## src/rtl/fsr_pkg.sv

```systemverilog
package fsr_pkg;

    typedef enum logic [1:0] {
        OP_IDLE  = 2'b00,
        OP_PROG  = 2'b01,
        OP_ERASE = 2'b10,
        OP_RSVD  = 2'b11
    } op_kind_e;

    typedef enum logic [2:0] {
        SM_PASS,
        SM_PROG,
        SM_ERASE,
        SM_SUSP,
        SM_PROT
    } smode_e;

    // Field positions are fixed: software decodes them.
    typedef struct packed {
        logic [7:0] rsv_hi;
        logic       poll;
        logic       tgl6;
        logic       fail;
        logic       rsv4;
        logic       win_done;
        logic       tgl2;
        logic [1:0] rsv_lo;
    } stat_word_t;

    localparam int unsigned WORD_W = $bits(stat_word_t);

    function automatic stat_word_t build_status(
        input smode_e m,
        input logic   b7,
        input logic   tg,
        input logic   er,
        input logic   win_open
    );
        stat_word_t s;
        s      = '0;
        s.fail = er;
        s.tgl6 = tg;
        unique case (m)
            SM_PROG: begin
                s.poll = ~b7;
            end
            SM_ERASE: begin
                s.poll     = 1'b0;
                s.win_done = ~win_open;
                s.tgl2     = tg;
            end
            SM_SUSP: begin
                s.poll     = 1'b1;
                s.tgl6     = 1'b1;
                s.win_done = 1'b1;
                s.tgl2     = tg;
            end
            SM_PROT: begin
                s.poll     = 1'b0;
                s.win_done = 1'b1;
                s.tgl2     = tg;
            end
            default: s = '0;
        endcase
        return s;
    endfunction

endpackage

```

## src/rtl/fsr_addr_match.sv

```systemverilog
module fsr_addr_match #(
    parameter int unsigned AW       = 16,
    parameter int unsigned BLK_BITS = 8
) (
    input  logic [AW-1:0] rd_addr,
    input  logic [AW-1:0] tgt_addr,
    output logic          word_hit,
    output logic          blk_hit
);
    assign word_hit = (rd_addr == tgt_addr);

    generate
        if (BLK_BITS == 0) begin : g_word_blocks
            assign blk_hit = word_hit;
        end else if (BLK_BITS >= AW) begin : g_one_block
            assign blk_hit = 1'b1;
        end else begin : g_upper_cmp
            assign blk_hit = (rd_addr[AW-1:BLK_BITS] == tgt_addr[AW-1:BLK_BITS]);
        end
    endgenerate
endmodule

```

## src/rtl/fsr_mode_sel.sv

```systemverilog
module fsr_mode_sel
    import fsr_pkg::*;
(
    input  logic [1:0] op_kind,
    input  logic       busy,
    input  logic       suspend,
    input  logic       err_q,
    input  logic       prot_active,
    input  logic       word_hit,
    input  logic       blk_hit,
    input  logic       rd_strobe,
    output smode_e     mode,
    output logic       status_rd
);
    op_kind_e op;
    logic     engaged;

    assign op      = op_kind_e'(op_kind);
    assign engaged = busy | err_q;

    // Priority: program word, suspended block, erasing block, protect window.
    always_comb begin
        mode = SM_PASS;
        if (op == OP_PROG && engaged && word_hit) begin
            mode = SM_PROG;
        end else if (op == OP_ERASE && suspend && blk_hit) begin
            mode = SM_SUSP;
        end else if (op == OP_ERASE && engaged && !suspend && blk_hit) begin
            mode = SM_ERASE;
        end else if (prot_active && blk_hit) begin
            mode = SM_PROT;
        end
    end

    assign status_rd = rd_strobe && (mode != SM_PASS);
endmodule

```

## src/rtl/fsr_flags.sv

```systemverilog
module fsr_flags (
    input  logic clk,
    input  logic rst,
    input  logic status_rd,
    input  logic susp_cmd,
    input  logic err_set,
    input  logic rd_reset,
    output logic tgl_q,
    output logic err_q
);
    always_ff @(posedge clk) begin
        if (rst) begin
            tgl_q <= 1'b0;
            err_q <= 1'b0;
        end else begin
            tgl_q <= tgl_q ^ status_rd ^ susp_cmd;
            if (err_set) begin
                err_q <= 1'b1;
            end else if (rd_reset) begin
                err_q <= 1'b0;
            end
        end
    end
endmodule

```

## src/rtl/fsr_prot_timer.sv

```systemverilog
module fsr_prot_timer #(
    parameter int unsigned PROT_CYCLES = 100,
    localparam int unsigned CW = $clog2(PROT_CYCLES + 1)
) (
    input  logic          clk,
    input  logic          rst,
    input  logic          start,
    output logic [CW-1:0] cnt,
    output logic          active
);
    always_ff @(posedge clk) begin
        if (rst) begin
            cnt <= '0;
        end else if (start) begin
            cnt <= CW'(PROT_CYCLES);
        end else if (cnt != '0) begin
            cnt <= cnt - 1'b1;
        end
    end

    assign active = (cnt != '0);
endmodule

```

## src/rtl/flash_status_mux.sv

```systemverilog
module flash_status_mux
    import fsr_pkg::*;
#(
    parameter int unsigned AW          = 16,
    parameter int unsigned BLK_BITS    = 8,
    parameter int unsigned PROT_CYCLES = 100
) (
    input  logic          clk,
    input  logic          rst,
    input  logic [1:0]    op_kind,
    input  logic          busy,
    input  logic          prog_bit7,
    input  logic          err_set,
    input  logic          rd_reset,
    input  logic          suspend,
    input  logic          susp_cmd,
    input  logic          win_open,
    input  logic          prot_start,
    input  logic [AW-1:0] tgt_addr,
    input  logic [AW-1:0] rd_addr,
    input  logic          rd_strobe,
    input  logic [15:0]   array_data,
    output logic [15:0]   rd_data
);
    localparam int unsigned CW = $clog2(PROT_CYCLES + 1);

    logic          word_hit;
    logic          blk_hit;
    logic          tgl_q;
    logic          err_q;
    logic          prot_active;
    logic [CW-1:0] prot_cnt;
    logic          status_rd;
    smode_e        mode;
    stat_word_t    stat;
    logic [WORD_W-1:0] next_word;

    fsr_addr_match #(.AW(AW), .BLK_BITS(BLK_BITS)) u_match (
        .rd_addr  (rd_addr),
        .tgt_addr (tgt_addr),
        .word_hit (word_hit),
        .blk_hit  (blk_hit)
    );

    fsr_prot_timer #(.PROT_CYCLES(PROT_CYCLES)) u_prot (
        .clk    (clk),
        .rst    (rst),
        .start  (prot_start),
        .cnt    (prot_cnt),
        .active (prot_active)
    );

    fsr_mode_sel u_sel (
        .op_kind     (op_kind),
        .busy        (busy),
        .suspend     (suspend),
        .err_q       (err_q),
        .prot_active (prot_active),
        .word_hit    (word_hit),
        .blk_hit     (blk_hit),
        .rd_strobe   (rd_strobe),
        .mode        (mode),
        .status_rd   (status_rd)
    );

    fsr_flags u_flags (
        .clk       (clk),
        .rst       (rst),
        .status_rd (status_rd),
        .susp_cmd  (susp_cmd),
        .err_set   (err_set),
        .rd_reset  (rd_reset),
        .tgl_q     (tgl_q),
        .err_q     (err_q)
    );

    assign stat      = build_status(mode, prog_bit7, tgl_q, err_q, win_open);
    assign next_word = (mode == SM_PASS) ? array_data : stat;

    always_ff @(posedge clk) begin
        if (rst) begin
            rd_data <= '0;
        end else if (rd_strobe) begin
            rd_data <= next_word;
        end
    end
endmodule

```

## config.mk

```make
export PLATFORM = sky130hd
export DESIGN_NAME = flash_status_mux
export DESIGN_NICKNAME = d
export VERILOG_FILES = /design/src/rtl/fsr_pkg.sv /design/src/rtl/fsr_addr_match.sv /design/src/rtl/fsr_mode_sel.sv /design/src/rtl/fsr_flags.sv /design/src/rtl/fsr_prot_timer.sv /design/src/rtl/flash_status_mux.sv
export SDC_FILE = /design/constraint.sdc
export NUM_CORES = 1
export LEC_CHECK = 0
export ABC_AREA = 1
export ABC_CLOCK_PERIOD_IN_PS = 2300
export BUFFER_PORTS_ARGS = -buffer_cell sky130_fd_sc_hd__buf_2
export CORE_MARGIN = 2
export CORE_UTILIZATION = 51
export DETAILED_ROUTE_END_ITERATION = 16
export GPL_ROUTABILITY_DRIVEN = 0
export HOLD_SLACK_MARGIN = 0.05
export PLACE_DENSITY = 0.95
export SLEW_MARGIN = 20
export SYNTH_ARGS = -nofsm -noshare
export SYNTH_HDL_FRONTEND = slang
export SYNTH_SLANG_ARGS = --single-unit
```

## constraint.sdc

```tcl
create_clock -name clk -period 2.3 [get_ports clk]
set_input_delay 0.23 -clock clk [delete_from_list [all_inputs] [get_ports clk]]
set_output_delay 0.23 -clock clk [all_outputs]
set_load 0.01 [all_outputs]
```

## Yosys cells after proc, flatten, opt, wreduce, memory -nomap -nowiden

Cells that the tools add are included.

| operators by class | value |
|---|---|
| add/sub/neg operators | 1 |
| equal/unequal tests | 8 |
| muxes and demuxes | 13 |
| bitwise operators | 5 |
| reductions and logical operators | 19 |

Operators by type and width:

| kind | number |
|---|---|
| 16-bit == test | 1 |
| 16-bit two-way mux | 1 |
| 7-bit two-way mux | 2 |
| 3-bit two-way mux | 4 |
| 1-bit logical AND | 9 |
| 8-bit == test | 1 |
| 7-bit nonzero test | 1 |
| 7-bit by 1-bit subtractor with 7-bit output (second input constant) | 1 |
| 3-bit by 2-bit == test with 1-bit output (second input constant) | 2 |
| 1-bit case mux with 2 select lines | 2 |
| 2-bit case mux with 2 select lines | 1 |
| 2-bit nonzero test | 2 |
| 2-bit OR reduction | 2 |
| 4-bit OR reduction | 1 |
| 3-bit by 1-bit == test with 1-bit output (second input constant) | 1 |
| 3-bit == test (second input constant) | 1 |
| 3-bit zero test | 1 |
| 3-bit nonzero test | 1 |
| 3-bit OR reduction | 1 |
| 2-bit by 1-bit == test with 1-bit output (second input constant) | 1 |
| 2-bit == test (second input constant) | 1 |
| 1-bit two-way mux | 2 |
| 2-bit two-way mux | 1 |
| 1-bit inverter | 2 |
| other kinds (3) | 4 |

| word-level totals | value |
|---|---|
| flip-flop bits (word level) | 25 |
| input bits | 61 |
| output and inout bits | 16 |
| word-level logic and storage cells | 51 |

## Depth between registers and ports, before layout

Gate-level depths: netlist of run 1.

| logic depth | value |
|---|---|
| word-level depth | 11 |
| mapped depth | 13 |
| mapped depth without buffers | 13 |

## Modules after synthesis

Synthesis of run 1 repeated with hierarchy kept, for this count alone.

| unflattened totals | value |
|---|---|
| cells, all modules | 240 |
| area total of the unflattened synthesis | 1512.7 um^2 |

By module, submodules not included:

| module | times used | cells an instance | area each (um^2) | sequential area each (um^2) |
|---|---|---|---|---|
| flash_status_mux | 1 | 105 | 724.4 | 320.3 |
| fsr_prot_timer | 1 | 44 | 354.1 | 140.1 |
| fsr_addr_match | 1 | 56 | 260.2 | 0.0 |
| fsr_flags | 1 | 15 | 92.6 | 40.0 |
| fsr_mode_sel | 1 | 20 | 81.3 | 0.0 |

## Least setup slack after synthesis of run 1

OpenSTA, ideal clock, no wires.

| path | value |
|---|---|
| kind | reg-to-reg |
| start | register u_prot.cnt[0] |
| end | register rd_data[0] |
| setup time | 0.066 ns |
| arrival | 1.441 ns |
| required time | 2.234 ns |
| path slack | 0.793 ns |
| stages on the path, launching flop included | 12 |
| path buffers | 1 |
| clock period less this slack | 1.507 ns |
| cells stage by stage | dfxtp_1 inv_1 ha_1 nand2_2 nor3_4 nor2_2 nand2_4 nand3_4 inv_4 buf_12 nand3_2 a21oi_2 |

| on the way | value |
|---|---|
| word-level cells in the longest chain between the ends | 8 |

RTL lines:

| what | line | text |
|---|---|---|
| start, declared | fsr_prot_timer.sv:8 | `output logic [CW-1:0] cnt,` |
| start signal, assigned | fsr_prot_timer.sv:15 | `cnt <= CW'(PROT_CYCLES);` |
| start signal, assigned | fsr_prot_timer.sv:17 | `cnt <= cnt - 1'b1;` |
| 7-bit nonzero test | fsr_prot_timer.sv:21 | `assign active = (cnt != '0);` |
| 1-bit logical AND | fsr_mode_sel.sv:30 | `end else if (prot_active && blk_hit) begin` |
| 3-bit two-way mux | fsr_mode_sel.sv:30 |  |
| 3-bit two-way mux | fsr_mode_sel.sv:28 | `end else if (op == OP_ERASE && engaged && !suspend && blk_hit) begin` |
| 3-bit two-way mux | fsr_mode_sel.sv:26 | `end else if (op == OP_ERASE && suspend && blk_hit) begin` |
| 3-bit two-way mux | fsr_mode_sel.sv:24 | `if (op == OP_PROG && engaged && word_hit) begin` |
| 3-bit zero test | flash_status_mux.sv:78 | `assign next_word = (mode == SM_PASS) ? array_data : stat;` |
| 16-bit two-way mux | flash_status_mux.sv:78 |  |
| end signal, assigned | flash_status_mux.sv:84 | `rd_data <= next_word;` |
| end, declared | flash_status_mux.sv:23 | `output logic [15:0] rd_data` |

No other way between the ends.
A chain may end at the register's enable or synchronous reset.

## Worst setup path after layout of run 1

| path | value |
|---|---|
| start | register u_prot.cnt[0] |
| end | register rd_data[1] |

Same word-level chain as after synthesis.

==> flow_metrics.env, run 1 <==
export IMPL_drive_gt1_share_pct=31.9
export IMPL_power_density_nw_per_um2=448
export IMPL_yosysSeqAreaShare_pct=28.0
export IMPL_port_buffers=76
export IMPL_die_area_um2=3990
export IMPL_fin_nets=415
export IMPL_endpoint_kind="register"
export IMPL_slew_violations=0
export IMPL_wl_per_cell_um=9.38
export IMPL_r2r_start="u_prot.cnt[0]$_SDFFE_PP0P_"
export IMPL_hold_class="input pin to register"
export IMPL_synth_edf_count=0
export IMPL_r2r_setup_slack_ps=620
export IMPL_root_buffer="clkbuf_4"
export IMPL_syn_cell_area_um2=1790
export IMPL_grt_pass1_wl_mm=6.67
export IMPL_ant_nets=0
export IMPL_switching_share_pct=31.7
export IMPL_io_pins=77
export IMPL_hold_buffers=0
export IMPL_fp_row_count=21
export IMPL_diodes=0
export IMPL_fin_worst_skew_ps=4.76
export IMPL_ys_types=30
export IMPL_cts_sinks=25
export IMPL_seqPwrFrac_pct=50.1
export IMPL_leakage_nw=1.29
export IMPL_die_y_um=63.2
export IMPL_synth_area_leader_cell="dfxtp_1"
export IMPL_p_clk_share_pct=19.8
export IMPL_hpwl_mm=3.08
export IMPL_post_cts_resized=0
export IMPL_worst_setup_path_start_kind="register"
export IMPL_hold_viol_final=0
export IMPL_synth_common_cells="94 x nand2_1, 46 x inv_1, 33 x nor2_1"
export IMPL_post_route_util_pct=64.4
export IMPL_syn2layout_area_growth_pct=21.1
export IMPL_worstHoldStart="err_set"
export IMPL_synth_cells=277
export IMPL_worstSetupStartpoint="u_prot.cnt[0]$_SDFFE_PP0P_"
export IMPL_synth_top_family_by_area="simple AND/OR/NAND/NOR gates"
export IMPL_internal_power_mw=0.663
export IMPL_crit_arrival_ps=1940
export IMPL_synthAdderAreaFrac_pct=1.40
export IMPL_core_area_um2=3360
export IMPL_crit_type="register to register"
export IMPL_drcViolationCount=0
export IMPL_fmax_ghz=0.594
export IMPL_cts_tree="built"
export IMPL_grt_max_degree=23
export IMPL_total_power_mw=0.970
export IMPL_required_ps=2550
export IMPL_synth_top_area_share_pct=28.0
export IMPL_via_per_inst=4.73
export IMPL_rsz0062_at_grt="false"
export IMPL_syn_num_nets=340
export IMPL_overflow=0
export IMPL_synth_compound_area_share_pct=10.2
export IMPL_grt_pass1_vias=1684
export IMPL_synth_simple_gate_area_share_pct=44.0
export IMPL_setup_tns_final_ps=0
export IMPL_setup_viol=0
export IMPL_ir_drop_mv=0.399
export IMPL_dr_pass1_iters=4
export IMPL_cts_setup_buffers=0
export IMPL_status="finished clean"
export IMPL_ys_ff_latch=25
export IMPL_synthTopCellsByArea="dfxtp_1 28%, nand2_1 20%, inv_1 9.7%"
export IMPL_initial_core_util_pct=53.1
export IMPL_cts_max_level=1
export IMPL_synth_xor_area_share_pct=1.47
export IMPL_clk_transition_reported_paths_ps=130
export IMPL_comb_power_share_pct=30.1
export IMPL_yosys_warnings=0
export IMPL_reg2reg_depth=10
export IMPL_worst_pin_slew_ps=492
export IMPL_hold_end="u_flags.err_q$_SDFFE_PP0P_"
export IMPL_async_flop_share_pct=0
export IMPL_hold_depth=3
export IMPL_die_width_um=63.2
export IMPL_crit_path_max_fanout=12
export IMPL_fin_crit_ps=1680
export IMPL_yosysMostFrequentCell="nand2_1"
export IMPL_synth_mux_area_share_pct=0
export IMPL_syn_avg_cell_area_um2=6.45
export IMPL_hold_slack_ps=123
export IMPL_p_sw_mw=0.308
export IMPL_synthFlopType="dfxtp_1"
export IMPL_antenna_found_initial=0
export IMPL_fin_crit_sh_pct=73.2
export IMPL_clock_latency_ps=310
export IMPL_vias=1878
export IMPL_clockBufferDepth=2
export IMPL_drt_iter0_markers=73
export IMPL_route_final_wire_length_mm=3.72
export IMPL_numCtsBuffers=3
export IMPL_r2r_end="rd_data[1]$_SDFFE_PP0P_"
export IMPL_drv_cap=0
export IMPL_slew_headroom_pct=67.2
export IMPL_grt_util_all_layers_pct=19.8
cell usage in the layout (no fill, tap or decap), types with 2 or more instances in the layout:
cell / netlist / layout
a31oi_1: 2 / 2
a21oi_1: 10 / 10
o21ai_0: 3 / 3
nand3_2: 10 / 10
clkbuf_4: 0 / 3
xnor2_1: 2 / 2
o21ai_1: 2 / 2
dfxtp_1: 25 / 25
nand4_1: 4 / 4
nand2_1: 94 / 94
or2_2: 3 / 3
nor2_1: 33 / 33
nand2_2: 3 / 3
buf_2: 0 / 76
nand3_1: 10 / 10
ha_1: 2 / 2
inv_1: 46 / 46
a21oi_2: 10 / 10
nor2_2: 2 / 2
state kept, by name, summed over array words and instances (netlist names):
signal,count
u_flags.tgl_q,1
u_flags.err_q,1
u_prot.cnt,7
rd_data,16
per-layer routing:
layer / wire, um / up-vias / track usage (%) / part of all wire (%)
met4: 12 / 0 / 3.26 / 0.32
li1: - / 995 / - / -
met2: 1940 / 57 / 36.7 / 52
met5: 0 / - / 0 / 0
met1: 1560 / 824 / 23.8 / 42
met3: 209 / 2 / 4.29 / 5.6
power by group through the flow:
stage	sequential [mW]	clock (mW)	combinational (mW)
finish	0.487	0.192	0.292
global route	0.491	0.216	0.334
CTS	0.487	0.199	0.294
detailed placement	0.497	0	0.293
global placement	0.495	0	0.282
floorplan	0.501	0	0.192
area by class of cell:
cell class                 count  area, um2
sequential                    25        500
timing repair buffer          76        380
clock buffer                   4       26.3
inverter                      47        179
multi-input combinational    199       1020
tap                           46       57.6
fill                         329       1200
critical path, cell delays in order (launching register included):
cell     delay, ps
dfxtp_1        320
inv_1          120
ha_1           180
nand2_2         70
nor3_4         210
nor2_2          80
nand2_4        120
nand3_4        120
inv_4          180
nand3_2         90
a21oi_2        140
kinds of logic after synthesis:
logic type	count (synthesis)
AO/OA/AOI/OAI	28
XOR/XNOR	3
adder cells (fa/ha/maj)	2
buffers and inverters	53
flip-flops	25
AND/OR/NAND/NOR	166
through the flow:
| step | instances | area [um2] | setup WS [ps] |
|---|---|---|---|
| 2_1_floorplan | 277 | 1790 | 793 |
| 3_3_place_gp | 393 | 2140 | 695 |
| 3_5_place_dp | 393 | 2140 | 633 |
| 4_1_cts | 397 | 2160 | 597 |
| 5_1_grt | 397 | 2160 | 457 |
| 6_report | 397 | 2160 | 617 |
worst max-delay path by stage:
| stage | end | depth (start not counted) | slack [ps] |
|---|---|---|---|
| after detailed placement | rd_data[1]$_SDFFE_PP0P_ | 10 | 630 |
| after global routing | rd_data[1]$_SDFFE_PP0P_ | 10 | 460 |
| final | rd_data[1]$_SDFFE_PP0P_ | 10 | 620 |
| after floorplan | rd_data[0]$_SDFFE_PP0P_ | 11 | 790 |
| after CTS | rd_data[1]$_SDFFE_PP0P_ | 10 | 600 |
| after global placement | rd_data[11]$_SDFFE_PP0P_ | 10 | 700 |
No activity file was read; power rests on OpenSTA's default activity.
==> run 2, diff against run 1 <==
- ABC_CLOCK_PERIOD_IN_PS: 2300 -> 1400
- CORE_UTILIZATION: 51 -> 43
- PLACE_DENSITY: 0.95 -> 0.87
- clock period: 2.3 -> 1.4 ns (I/O delays scaled with it)
==> run 2 against run 1 <==
Effect of this change: the run now ends with setup timing left; die area rose by 17%; sequential power is 66% higher; count of clock-buffer cells in the layout decreased by 1; wire length up 26%; register-to-register slack got worse by 710 ps; critical path depth decreased by 1; global-route usage increased by 0.12 points; clock power up 130%; sequential share of layout area shrank 2.5 points.
==> flow_metrics.env, run 2 (synthesized netlist as in run 1, its figures left out) <==
export IMPL_clock_latency_ps=280
export IMPL_die_width_um=68.5
export IMPL_fmax_ghz=0.668
export IMPL_hold_viol_final=0
export IMPL_hold_class="input pin to register"
export IMPL_leakage_nw=1.40
export IMPL_numCtsBuffers=3
export IMPL_power_density_nw_per_um2=770
export IMPL_hold_depth=3
export IMPL_core_area_um2=4000
export IMPL_n_fill_cell=348
export IMPL_clockBufferDepth=2
export IMPL_worst_pin_slew_ps=443
export IMPL_fin_nets=433
export IMPL_grt_max_degree=16
export IMPL_required_ps=1610
export IMPL_grt_pass1_vias=1853
export IMPL_initial_core_util_pct=44.7
export IMPL_cts_sinks=25
export IMPL_reg2reg_depth=9
export IMPL_final_instance_count_excl_fill=419
export IMPL_slew_violations=0
export IMPL_cts_tree="built"
export IMPL_wl_per_cell_um=11.2
export IMPL_via_per_inst=4.81
export IMPL_diodes=0
export IMPL_overflow=0
export IMPL_ir_drop_mv=0.573
export IMPL_crit_path_max_fanout=7
export IMPL_port_buffers=76
export IMPL_fin_crit_sh_pct=107
export IMPL_vias=2015
export IMPL_fin_crit_ps=1500
export IMPL_io_pins=77
export IMPL_largest_reg_flops=16
export IMPL_crit_type="register to register"
export IMPL_drive_gt1_share_pct=41.7
export IMPL_gr_usage_met1_pct=22.3
export IMPL_fp_row_count=23
export IMPL_top_usage_layer="met2"
export IMPL_route_final_wire_length_mm=4.70
export IMPL_fin_worst_skew_ps=4.38
export IMPL_crit_arrival_ps=1710
export IMPL_violations="setup timing"
export IMPL_setup_viol=17
export IMPL_reg_top3="rd_data x16, u_prot.cnt x7"
export IMPL_dp_slack_ps=-128
export IMPL_endpoint_kind="register"
export IMPL_status="complete, but fails checks"
export IMPL_seqCellArea_um2=505
export IMPL_antenna_found_initial=0
export IMPL_total_power_mw=1.88
export IMPL_die_area_um2=4690
export IMPL_syn2layout_area_growth_pct=36.9
export IMPL_die_y_um=68.5
export IMPL_final_cell_mix="88 x nand2_1, 76 x buf_2, 41 x inv_1"
export IMPL_dr_pass1_iters=4
export IMPL_gr_usage_met3_pct=4.28
export IMPL_cts_max_level=1
export IMPL_worst_setup_path_start_kind="register"
export IMPL_drv_cap=0
export IMPL_grt_pass1_wl_mm=7.21
export IMPL_drcViolationCount=0
export IMPL_layout_commonest_cell="nand2_1"
export IMPL_use_met2_pct=35.7
export IMPL_placed_cells=412
export IMPL_setup_tns_final_ps=-1090
export IMPL_multiInputGateArea_um2=1100
export IMPL_clk_transition_reported_paths_ps=90
export IMPL_ant_nets=0
export IMPL_hold_buffers=0
export IMPL_root_buffer="clkbuf_8"
export IMPL_hpwl_mm=3.42
export IMPL_top_register="rd_data"
export IMPL_slew_headroom_pct=70.4
export IMPL_setup_ws_ps=-97.6
export IMPL_rsz0062_at_grt="true"
export IMPL_grt_util_all_layers_pct=20.0
export IMPL_drt_iter0_markers=65
export IMPL_post_route_util_pct=61.2
==> run 2: changes by cell type in the layout (fill, tap and decap cells not counted), sizes merged <==
cell and change:
inv +1, clkbuf -1, buf +17, clkinvlp +1
==> run 2: layout make-up <==
cell class	count	share of cell area, %
inverter	47	7.72
clock inverter	1	0.307
clock buffer	3	1.69
multi-input combinational	199	44.8
timing repair inverter	1	0.358
sequential	25	20.7
timing repair buffer	93	21.9
tap	50	2.56
==> run 2: per-layer routing <==
layer  wire (um)  up-vias
li1            -     1031
met4         146        0
met5           0        -
met2        2480       56
met3         185       14
met1        1890      914
==> run 2: metrics by stage <==
stage,area (um2),hold slack [ps]
after floorplan,1800,261
after global placement,2280,347
after detailed placement,2280,365
after CTS,2420,81.5
after global routing,2450,104
final,2450,72.9
==> run 2: repair_timing <==
| action | CTS | global route |
|---|---|---|
| setup buffers | 2 | 2 |
| gates resized for setup | 27 | 9 |
| pin swaps | 14 | 8 |
| setup endpoints to repair | 20 | 21 |
| gates cloned | 1 | 0 |
==> run 2: final timing paths <==
check                                           startpoint                         end  slack (ps)
worst min register to register    rd_data[14]$_SDFFE_PP0P_    rd_data[14]$_SDFFE_PP0P_         480
worst max register to register  u_prot.cnt[4]$_SDFFE_PP0P_    rd_data[13]$_SDFFE_PP0P_        -100
worst max-delay path            u_prot.cnt[4]$_SDFFE_PP0P_    rd_data[13]$_SDFFE_PP0P_        -100
worst min-delay path                               err_set  u_flags.err_q$_SDFFE_PP0P_          70
==> run 2: worst max-delay path, stage by stage, from the launching register on <==
cell     delay (ps)
dfxtp_1         360
nor2_2          120
inv_2            70
nor3_4          210
nor2_2           70
nand2_4          90
nand3_4         170
inv_8           130
nand3_2          70
a21oi_2         140
==> run 2: where the power goes <==
part	switching [mW]	total (mW)	internal [mW]
clock	0.249	0.451	0.202
sequential	0.0399	0.807	0.767
combinational	0.325	0.625	0.300
total	0.614	1.88	1.27
